**src/rtl/smul_pkg.sv**
```systemverilog
package smul_pkg;
  // one-hot magnitude select: bit0=1X, bit1=2X, bit2=3X, bit3=4X
  typedef logic [3:0] sel_t;

  // radix-8 digits needed to cover a w-bit operand plus its extension bit
  function automatic int r8_digits(input int w);
    return (w + 3) / 3;
  endfunction
endpackage

```
**src/rtl/smul_cla.sv**
```systemverilog
module smul_cla #(
  parameter int N   = 16,
  parameter int GRP = 4
) (
  input  logic [N-1:0] a,
  input  logic [N-1:0] b,
  input  logic         cin,
  output logic [N-1:0] s
);
  localparam int NGRP = N / GRP;

  logic [N-1:0] g, p;
  assign g = a & b;
  assign p = a ^ b;

  always_comb begin
    logic [N:0] c;
    logic t, pr;
    c = '0;
    c[0] = cin;
    for (int gi = 0; gi < NGRP; gi++) begin
      for (int j = 0; j < GRP; j++) begin
        t  = 1'b0;
        pr = 1'b1;
        for (int k = j; k >= 0; k--) begin
          t  = t | (g[gi*GRP+k] & pr);
          pr = pr & p[gi*GRP+k];
        end
        c[gi*GRP+j+1] = t | (pr & c[gi*GRP]);
      end
    end
    s = p ^ c[N-1:0];
  end
endmodule

```
**src/rtl/smul_booth_enc.sv**
```systemverilog
module smul_booth_enc #(
  parameter int W = 8
) (
  input  logic                              mode_signed,
  input  logic [W-1:0]                      b,
  output logic [smul_pkg::r8_digits(W)-1:0] neg,
  output smul_pkg::sel_t [smul_pkg::r8_digits(W)-1:0] sel
);
  localparam int NDIG = smul_pkg::r8_digits(W);
  localparam int EB   = 3 * NDIG;

  logic [EB-1:0] bext;
  logic [EB:0]   bpad;
  assign bext = {{(EB-W){mode_signed & b[W-1]}}, b};
  assign bpad = {bext, 1'b0};

  for (genvar i = 0; i < NDIG; i++) begin : g_dig
    logic [3:0] win;
    logic [2:0] lo, mag;
    assign win    = bpad[3*i +: 4];
    assign lo     = {1'b0, win[2], 1'b0} + {2'b0, win[1]} + {2'b0, win[0]};
    assign mag    = win[3] ? (3'd4 - lo) : lo;
    assign neg[i] = win[3] & (lo != 3'd4);
    assign sel[i] = {mag == 3'd4, mag == 3'd3, mag == 3'd2, mag == 3'd1};
  end
endmodule

```
**src/rtl/smul_pp_sel.sv**
```systemverilog
module smul_pp_sel #(
  parameter int PW    = 16,
  parameter int SHIFT = 0
) (
  input  logic           neg,
  input  smul_pkg::sel_t sel,
  input  logic [PW-1:0]  m1,
  input  logic [PW-1:0]  m2,
  input  logic [PW-1:0]  m3,
  input  logic [PW-1:0]  m4,
  output logic [PW-1:0]  pp
);
  logic [PW-1:0] mag, inv;
  assign mag = ({PW{sel[0]}} & m1) | ({PW{sel[1]}} & m2) |
               ({PW{sel[2]}} & m3) | ({PW{sel[3]}} & m4);
  assign inv = neg ? ~mag : mag;
  assign pp  = inv << SHIFT;
endmodule

```
**src/rtl/smul_csa_tree.sv**
```systemverilog
module smul_csa_tree #(
  parameter int PW   = 16,
  parameter int NROW = 4
) (
  input  logic [NROW-1:0][PW-1:0] rows,
  output logic [PW-1:0]           sum_row,
  output logic [PW-1:0]           carry_row
);
  logic [NROW-2:0][PW-1:0] ss, sh;
  logic [NROW-3:0][PW-1:0] mj;

  assign ss[0] = rows[0];
  assign sh[0] = rows[1];

  for (genvar k = 0; k < NROW - 2; k++) begin : g_lvl
    assign ss[k+1] = ss[k] ^ sh[k] ^ rows[k+2];
    assign mj[k]   = (ss[k] & sh[k]) | (ss[k] & rows[k+2]) | (sh[k] & rows[k+2]);
    assign sh[k+1] = {mj[k][PW-2:0], 1'b0};
  end

  assign sum_row   = ss[NROW-2];
  assign carry_row = mj[NROW-3];
endmodule

```
**src/rtl/smul_r8_top.sv**
```systemverilog
module smul_r8_top #(
  parameter int W = 8
) (
  input  logic         clk,
  input  logic         rst,
  input  logic         mode_signed,
  input  logic [W-1:0] a_in,
  input  logic [W-1:0] b_in,
  output logic [2*W-1:0] prod_out
);
  localparam int PW   = 2 * W;
  localparam int NDIG = smul_pkg::r8_digits(W);
  localparam int NROW = NDIG + 1;

  logic signed [W:0] xs;
  logic [PW-1:0] m1, m2, m3, m4;
  logic [NDIG-1:0] dig_neg;
  smul_pkg::sel_t [NDIG-1:0] dig_sel;
  logic [NROW-1:0][PW-1:0] pp_rows;
  logic [PW-1:0] hot_row, csa_sum, csa_carry, prod_c;

  assign xs = {mode_signed & a_in[W-1], a_in};
  assign m1 = PW'(xs);
  assign m2 = m1 << 1;
  assign m4 = m1 << 2;

  smul_cla #(.N(PW)) triple_i (.a(m1), .b(m2), .cin(1'b0), .s(m3));

  smul_booth_enc #(.W(W)) enc_i (
    .mode_signed(mode_signed), .b(b_in), .neg(dig_neg), .sel(dig_sel)
  );

  for (genvar i = 0; i < NDIG; i++) begin : g_pp
    smul_pp_sel #(.PW(PW), .SHIFT(3*i)) sel_i (
      .neg(dig_neg[i]), .sel(dig_sel[i]),
      .m1(m1), .m2(m2), .m3(m3), .m4(m4), .pp(pp_rows[i])
    );
  end

  always_comb begin
    hot_row = '0;
    for (int i = 0; i < NDIG; i++) hot_row[3*i] = dig_neg[i];
  end
  assign pp_rows[NDIG] = hot_row;

  smul_csa_tree #(.PW(PW), .NROW(NROW)) csa_i (
    .rows(pp_rows), .sum_row(csa_sum), .carry_row(csa_carry)
  );

  smul_cla #(.N(PW)) final_i (
    .a(csa_sum), .b({csa_carry[PW-2:0], 1'b0}), .cin(1'b0), .s(prod_c)
  );

  always_ff @(posedge clk) begin
    if (rst) prod_out <= '0;
    else     prod_out <= prod_c;
  end
endmodule

```
**config.mk**
```make
export PLATFORM = sky130hd
export DESIGN_NAME = smul_r8_top
export DESIGN_NICKNAME = d
export VERILOG_FILES = /design/src/rtl/smul_pkg.sv /design/src/rtl/smul_cla.sv /design/src/rtl/smul_booth_enc.sv /design/src/rtl/smul_pp_sel.sv /design/src/rtl/smul_csa_tree.sv /design/src/rtl/smul_r8_top.sv
export SDC_FILE = /design/constraint.sdc
export NUM_CORES = 1
export LEC_CHECK = 0
export ABC_AREA = 0
export BUFFER_PORTS_ARGS = -buffer_cell sky130_fd_sc_hd__buf_2
export CAP_MARGIN = 10
export CORE_UTILIZATION = 60
export CTS_BUF_LIST = sky130_fd_sc_hd__clkbuf_8
export CTS_CLUSTER_SIZE = 24
export DETAILED_ROUTE_END_ITERATION = 6
export GPL_TIMING_DRIVEN = 0
export PLACE_DENSITY = 0.89
export REMOVE_ABC_BUFFERS = 1
export SLEW_MARGIN = 20
export SYNTH_ARGS = -nofsm -noshare
export SYNTH_HDL_FRONTEND = slang
export SYNTH_SLANG_ARGS = --single-unit
```
**constraint.sdc**
```tcl
create_clock -name clk -period 8.9 [get_ports clk]
set_input_delay 0 -clock clk [delete_from_list [all_inputs] [get_ports clk]]
set_output_delay 0 -clock clk [all_outputs]
set_load 0.01 [all_outputs]
```
== Yosys cells after proc, flatten, opt, wreduce, memory -nomap -nowiden ==
Cells that the tools add are included.

* Register bits after elaboration: 16
* Output and inout port bits: 16

* Eq/ne operators: 15
* Add/sub/neg operators: 8
* Muxes and demuxes: 6
* Bitwise operators: 213

{| class="wikitable"
|+ Operators by type and width
! kind !! count
|-
| XOR 16 bit || 7
|-
| AND 1 bit || 105
|-
| AND 15 bit || 6
|-
| AND 16 bit || 4
|-
| bitwise OR 1 bit || 64
|-
| bitwise OR 15 bit || 4
|-
| AND 13 bit || 4
|-
| bitwise OR 16 bit || 3
|-
| AND 10 bit || 4
|-
| bitwise OR 13 bit || 3
|-
| AND 15 x 7 -> 15 bit || 2
|-
| bitwise OR 10 bit || 3
|-
| == test 3 x 2 -> 1 bit, second input constant || 6
|-
| 2-to-1 mux 16 bit || 1
|-
| NOT 16 bit || 1
|-
| XOR 16 x 7 -> 16 bit || 1
|-
| 2-to-1 mux 13 bit || 1
|-
| NOT 13 bit || 1
|-
| 2-to-1 mux 10 bit || 1
|-
| NOT 10 bit || 1
|-
| adder 2 x 1 -> 3 bit || 3
|-
| == test 3 x 1 -> 1 bit, second input constant || 3
|-
| == test 3 bit, second input constant || 3
|-
| 2-to-1 mux 3 bit || 3
|-
| other kinds (3) || 8
|}

== Depth between registers and ports, before layout ==
Gate-level depths: netlist of run 1.

* Depth after elaboration: 36
* Mapped depth: 23

== By module ==
A second synthesis of run 1 with hierarchy kept.

* Cell total of the unflattened synthesis: 433
* Area, all modules: 4345.4 um^2

{| class="wikitable"
|+ By module, submodules not included
! module !! cells each !! area an instance (um^2) !! times used
|-
| smul_cla at final_i || 86 || 701.9 || 1
|-
| smul_cla at triple_i || 74 || 650.6 || 1
|-
| smul_csa_tree || 36 || 650.6 || 1
|-
| smul_pp_sel at g_pp[0].sel_i || 58 || 598.1 || 1
|-
| smul_pp_sel at g_pp[1].sel_i || 49 || 493.0 || 1
|-
| smul_r8_top || 35 || 474.2 || 1
|-
| smul_pp_sel at g_pp[2].sel_i || 42 || 405.4 || 1
|-
| smul_booth_enc || 53 || 371.6 || 1
|}

== Least setup slack after synthesis of run 1 ==
No wires, ideal clock.

* Path kind: input-to-reg
* From: in b_in[2]
* To: reg prod_out[13]
* Stages: 21
* Library setup time: 0.128 ns
* Slack: 4.200 ns
* Buffers on the path: 1
* Required time: 8.772 ns
* Arrival time: 4.572 ns
* Cell sequence: ha_1 > xor2_1 > nor2_1 > ha_1 > and3b_1 > o21a_1 > clkbuf_1 > a221oi_1 > xor2_1 > fa_1 > inv_1 > fa_1 > ha_1 > and2_1 > nand4_1 > mux2_4 > a31oi_4 > a21oi_1 > fa_1 > xor2_1 > nor2_1

* Longest elaborated chain between the ends: 27
* Elaborated cells on any way between the ends: 82
* Those cells by class: 2 x add/sub; 9 x eq/ne; 4 x mux; 67 x bitwise

{| class="wikitable"
|+ Ends and longest elaborated chain
! element !! line !! text
|-
| from (decl) || smul_r8_top.sv:8 || <nowiki>input logic [W-1:0] b_in,</nowiki>
|-
| adder 3 x 1 -> 3 bit || smul_booth_enc.sv:21 || <nowiki>assign lo = {1'b0, win[2], 1'b0} + {2'b0, win[1]} + {2'b0, win[0]};</nowiki>
|-
| subtractor 3 bit || smul_booth_enc.sv:22 || <nowiki>assign mag = win[3] ? (3'd4 - lo) : lo;</nowiki>
|-
| 2-to-1 mux 3 bit || smul_booth_enc.sv:22 ||
|-
| == test 3 x 1 -> 1 bit or == test 3 x 2 -> 1 bit (tied branches) || smul_booth_enc.sv:24 || <nowiki>assign sel[i] = {mag == 3'd4, mag == 3'd3, mag == 3'd2, mag == 3'd1};</nowiki>
|-
| AND 13 bit || smul_pp_sel.sv:14 || <nowiki>assign mag = ({PW{sel[0]}} & m1) | ({PW{sel[1]}} & m2) |</nowiki>
|-
| bitwise OR 13 bit (2 in series) || smul_pp_sel.sv:14 ||
|-
| bitwise OR 13 bit || smul_pp_sel.sv:15 || <nowiki>({PW{sel[2]}} & m3) | ({PW{sel[3]}} & m4);</nowiki>
|-
| NOT 13 bit || smul_pp_sel.sv:16 || <nowiki>assign inv = neg ? ~mag : mag;</nowiki>
|-
| [... 9 more ...] || -- ||
|-
| bitwise OR 1 bit (tied with other cells) (2 in series) || smul_cla.sv:26 || <nowiki>t = t | (g[gi*GRP+k] & pr);</nowiki>
|-
| bitwise OR 1 bit or AND 1 bit (tied branches) || smul_cla.sv:26, smul_cla.sv:29 ||
|-
| bitwise OR 1 bit || smul_cla.sv:29 || <nowiki>c[gi*GRP+j+1] = t | (pr & c[gi*GRP]);</nowiki>
|-
| AND 1 bit || smul_cla.sv:29 ||
|-
| bitwise OR 1 bit || smul_cla.sv:29 ||
|-
| AND 1 bit || smul_cla.sv:29 ||
|-
| bitwise OR 1 bit || smul_cla.sv:29 ||
|-
| XOR 16 bit (*) || smul_cla.sv:32 || <nowiki>s = p ^ c[N-1:0];</nowiki>
|-
| to (signal assigned) || smul_r8_top.sv:56 || <nowiki>else prod_out <= prod_c;</nowiki>
|-
| to (decl) || smul_r8_top.sv:9 || <nowiki>output logic [2*W-1:0] prod_out</nowiki>
|}

Mark *: on every way between the ends. The rest lies on a longest branch, timed or not.
A chain may end at the register's enable or synchronous reset.

== Final worst setup path of run 1 ==
Same ends and word-level chain as after synthesis.

==> flow_summary.ini, run 1 <==
[status]
status = complete, no violations

[cts]
cts_made_buffers = 3
cts_tree = yes
postCtsHoldBufs = 0
post_cts_resized = 0
clockRootBuffer = clkbuf_8
clock_sinks = 16
h-tree-depth = 1
postCtsSetupBuffers = 0
clkTransAtPathRegs_ns = 0.05
clockBufferDepth = 2

[sta]
finalHoldViolCount = 0
holdWs_ns = 0.118
setup_viol = 0
fin_crit_ns = 5.35
fin_crit_sh_pct = 60.2
max-slew-margin-rel_pct = 48.5
slew_violations = 0
fin_setup_tns_ns = 0
fmax_mhz = 187
worst_slew_pin_slew_ns = 0.768
rsz0062_at_grt = false

[detailed_routing]
wl_per_cell_um = 15.4
antenna_left = 0
drc = 0
vias = 2705
drt_first_pass_iters = 6
via_per_inst = 6.16
routed_wl_um = 6740
first_iter_violations = 203

[setup_path]
cp_num_buf_inv = 2
crit_slowest_cell = fa_1
max_stage_delay_ns = 0.55
critPathKind = in2reg
critPathTopFamily = adder cells
crit_required_ns = 9.02
start_kind = input port
arrival_ns = 5.48
cp-end-kind = flop
cp_cell_sequence = buf_2, ha_1, xor2_1, nor2_1, ha_1, nand2_1, o22a_1, nor2_1, a221oi_1, xor2_1, fa_1, inv_1, fa_1, ha_1, and2_1, nand4_1, mux2_4, a31oi_4, a21oi_1, fa_1, xor2_1, nor2_1
worst-path-max-fanout = 21

[pwr]
p_leak_nw = 1.53
power_density_mw_per_mm2 = 232
finalPower_uw = 749
ir_worst_vdd_uv = 117

[layout]
largest_reg_flops = 16
top_regs = prod_out: 16 flops
regMostFlops = prod_out
finalNetCount = 455
drive_above_1_share_pct = 13.7
fin_cells = 439
area_growth_pct = 5.95
final_util_pct = 67.1
n_antenna_cell = 0

[synthesis]
synth_compound_area_share_pct = 22.2
synth_top_family_by_area = adder cells
syn_area_mm2 = 0.00305
yosysTopAreaCell = ha_1
synthFlopType = dfxtp_1
synth_cells = 360
synth.distinct_cells = 57
async_flop_share_pct = 0
ys_warn_count = 0
synth_top_area_share_pct = 19.3
synthAdderAreaFrac_pct = 29.1
synth_seq_cells = 16
synth_edf_count = 0
synth-simple-area-share_pct = 14.4
muxShareOfSynthArea_pct = 3.24
avgSynthCellArea_um2 = 8.47
synthXorXnorAreaFrac_pct = 12.9
yosysMostFrequentCell = ha_1
yosysSeqAreaShare_pct = 10.5
netlist_top_cells_count = ha_1 (47), inv_1 (29), xnor2_1 (25)
netlist_top_cells_area = ha_1 (19%), dfxtp_1 (11%), fa_1 (9.8%)

[global_routing]
grt_antenna_before_repair = 0
grt.overflow.total = 0
grt_start_max_net_pins = 22
grt_pass1_vias = 2559
grt_pass1_wl_um = 11300
grt_usage_pct = 26.5

[floorplanning]
die_h_um = 73.3
core_mm2 = 0.00482
die_area_mm2 = 0.00537
rows = 25
ios = 35
start_util_pct = 63.3
die_x_um = 73.3

[placement]
place_congestion = 0.924
portBuffers = 34
dp.cells = 436
dp_hpwl_um = 5370

[job]
cap_violations = 0

[min_path]
min_path_type = in2reg
path summary, 6_finish.rpt:
kind    start                 endpoint  slack (ns)  depth (start not counted)
min       rst  prod_out[12]$_SDFF_PP0_        0.12                          2
max   b_in[2]  prod_out[13]$_SDFF_PP0_        3.55                         22
power by group:
| part | switching [mW] | internal, mW | total [mW] |
|---|---|---|---|
| clock network | 0.0213 | 0.0299 | 0.0512 |
| registers | 0.00470 | 0.101 | 0.106 |
| logic | 0.328 | 0.264 | 0.592 |
| total | 0.354 | 0.395 | 0.749 |
cells by family after synthesis:
family	Yosys count
AOI/OAI and AO/OA	87
and+or+nand+nor	86
adders and majority gates	62
buffers and inverters	55
xor gates and xnor gates	45
DFF	16
muxes	9
metal layers:
layer,up-vias,GRT usage [%],wire [um]
met5,-,0,0
met4,0,8.76,96
met3,16,1.23,462
met2,117,47.8,3390
met1,1265,33.7,2790
li1,1307,-,-
per-stage QoR:
step           setup slack [ns]  instance area (um^2)
2_1_floorplan              4.16                  2930
4_1_cts                    3.63                  3230
3_5_place_dp               3.35                  3190
3_3_place_gp               3.52                  3190
6_report                   3.55                  3230
5_1_grt                    3.29                  3230
placed cells by master, fill, tap and decap left out, types with 2 or more instances in the layout:
master and n:
clkbuf_8 3, a221oi_1 5, nand2b_1 3, buf_2 34, nand2_1 19, xor2_1 20
o21ai_0 17, xnor2_1 25, or3_1 2, a222oi_1 12, nor3_1 4, o21a_1 3
a21oi_1 16, and3_1 4, nor2b_1 6, fa_1 15, nand3_1 5, nand4_1 4
a32oi_1 2, nor2_1 23, a22oi_1 4, inv_1 29, a21boi_0 4, nor3b_1 2
a21o_1 7, and2_1 5, a31oi_1 3, ha_1 47, mux2_2 3, dfxtp_1 16
mux2i_1 5
area by class of cell:
class,count,area [um^2]
inverter,30,113
sequential,16,320
fill,425,1590
multi-input combinational,289,2500
clock buffer,3,41.3
tap,67,83.8
timing repair buffer,34,170
No activity file was read; power rests on OpenSTA's default activity.
==> run 2: changes to the inputs <==
--- a/config.mk
+++ b/config.mk
@@ -8,12 +8,12 @@
 export ABC_AREA = 0
 export BUFFER_PORTS_ARGS = -buffer_cell sky130_fd_sc_hd__buf_2
 export CAP_MARGIN = 10
-export CORE_UTILIZATION = 60
+export CORE_UTILIZATION = 56
 export CTS_BUF_LIST = sky130_fd_sc_hd__clkbuf_8
 export CTS_CLUSTER_SIZE = 24
 export DETAILED_ROUTE_END_ITERATION = 6
 export GPL_TIMING_DRIVEN = 0
-export PLACE_DENSITY = 0.89
+export PLACE_DENSITY = 0.87
 export REMOVE_ABC_BUFFERS = 1
 export SLEW_MARGIN = 20
 export SYNTH_ARGS = -nofsm -noshare
==> constraint.sdc (replaced) <==
create_clock -name clk -period 4.55 [get_ports clk]
set_input_delay 0 -clock clk [delete_from_list [all_inputs] [get_ports clk]]
set_output_delay 0 -clock clk [all_outputs]
set_load 0.01 [all_outputs]
==> run 2 against run 1 <==
Compared with the run above:
- largest power group unchanged
- count of clock-buffer cells in the layout did not move
- hold slack got worse by 0.056 ns
- die area rose by 7.0%
- worst setup slack got worse by 3.5 ns
- core utilization rose by 4.8 points
- final cell count rose by 3.2%
- power rose by 140%
- final area rose by 15%
- critical path type unchanged
- combinational power rose by 150%
- sequential power rose by 94%
==> flow_summary.ini, run 2 (same netlist as run 1, synthesis figures left out) <==
[layout]
drive_above_1_share_pct = 28.2
largest_reg_flops = 16
n_antenna_cell = 0
layout_common_cells = ha_1 (34), buf_2 (29), inv_1 (26)
regMostFlops = prod_out
final_util_pct = 71.9
fill_cells = 379
regArea_um2 = 320
finalNetCount = 466
final_common_cell = ha_1
multiInputGateArea_mm2 = 0.00285
area_growth_pct = 22.0
top_regs = prod_out: 16 flops

[detailed_routing]
first_iter_violations = 249
vias = 2788
antenna_left = 0
drt_first_pass_iters = 6
wl_per_cell_um = 16.9
drc = 0
via_per_inst = 6.15
routed_wl_um = 7640

[placement]
portBuffers = 34
dp_hpwl_um = 5100
place_congestion = 0.966

[pwr]
power_density_mw_per_mm2 = 477
finalPower_mw = 1.77
p_switching_uw = 825
swShare_pct = 46.5
p_leak_nw = 1.63
intPower_uw = 950
power_frac_clock_pct = 5.9
comb_power_share_pct = 82.5
p_seq_share_pct = 11.6
ir_worst_vdd_uv = 280

[setup_path]
arrival_ns = 4.61
critPathTopFamily = adder cells
worst-path-max-fanout = 7
crit_slowest_cell = fa_2
cp_num_buf_inv = 2
max_stage_delay_ns = 0.57
critPathKind = in2reg
start_kind = input port
cp-end-kind = flop
crit_required_ns = 4.68
cp_cell_sequence = buf_4, ha_4, nor2_1, ha_1, and3b_2, o21a_4, a221oi_4, xor2_2, fa_1, inv_1, fa_1, ha_4, and2_4, nand4_1, mux2_4, a31oi_4, a21oi_2, fa_2, nor2_1

[sta]
finalHoldViolCount = 0
max-slew-margin-rel_pct = 44.5
holdWs_ns = 0.0623
worst_slew_pin_slew_ns = 0.829
setup_viol = 0
fmax_mhz = 224
fin_crit_sh_pct = 98.3
slew_violations = 0
fin_crit_ns = 4.47

[global_routing]
grt_pass1_wl_um = 11500
grt_usage_pct = 26.0
grt.overflow.total = 0
grt_start_max_net_pins = 22
grt_antenna_before_repair = 0
grt_pass1_vias = 2527

[floorplanning]
die_x_um = 75.8
rows = 26
core_mm2 = 0.00517
die_h_um = 75.8
ios = 35
die_area_mm2 = 0.00575
start_util_pct = 59.0

[cts]
cts_tree = yes
clock_sinks = 16
clkTransAtPathRegs_ns = 0.06
cts_made_buffers = 3
h-tree-depth = 1
postCtsHoldBufs = 0
clockBufferDepth = 2
clockRootBuffer = clkbuf_8

[status]
status = complete, no violations

[min_path]
min_path_type = in2reg

[job]
cap_violations = 0
==> run 2: final timing paths <==
check	slack, ns	endpoint	cells after the start	startpoint
setup / recovery	0.08	prod_out[12]$_SDFF_PP0_	19	b_in[3]
hold / removal	0.06	prod_out[0]$_SDFF_PP0_	3	b_in[2]
==> run 2: layout make-up <==
type,count,share of cell area (%)
Inverter,30,3.03
Clock buffer,3,1.11
Timing Repair Buffer,44,8.24
Tap cell,70,2.35
Multi-Input combinational cell,290,76.7
Sequential cell,16,8.61
==> run 2: stage by stage <==
| stage | instance area [um^2] | setup slack (ns) | cells | TNS (ns) |
|---|---|---|---|---|
| after detailed placement | 3190 | -0.915 | 439 | -4.60 |
| after global routing | 3720 | -0.0461 | 453 | -0.115 |
| final | 3720 | 0.0791 | 453 | 0 |
| after floorplan | 2930 | -0.192 | 335 | -0.335 |
| after CTS | 3450 | 0.00535 | 445 | 0 |
| after global placement | 3190 | -0.871 | 439 | -4.32 |
==> run 2: timing repair <==
item,in CTS,in global routing
gates cloned,0,2
endpoints found under the setup margin,8,5
pin swaps,11,24
resized for setup,40,43
setup buffers,3,6
==> run 2: metal layers <==
layer / part of all wire [%] / global-route usage [%]
met5: 0 / 0
met4: 1.9 / 7.82
met2: 51 / 47.3
met1: 39 / 31.7
met3: 7.9 / 3.31
==> run 2: power by group through the flow <==
stage | registers (mW) | clock network, mW | logic, mW
floorplan | 0.240 | 0 | 0.853
global placement | 0.208 | 0 | 1.08
detailed placement | 0.209 | 0 | 1.13
CTS | 0.206 | 0.104 | 1.27
global route | 0.214 | 0.110 | 1.63
finish | 0.206 | 0.105 | 1.46
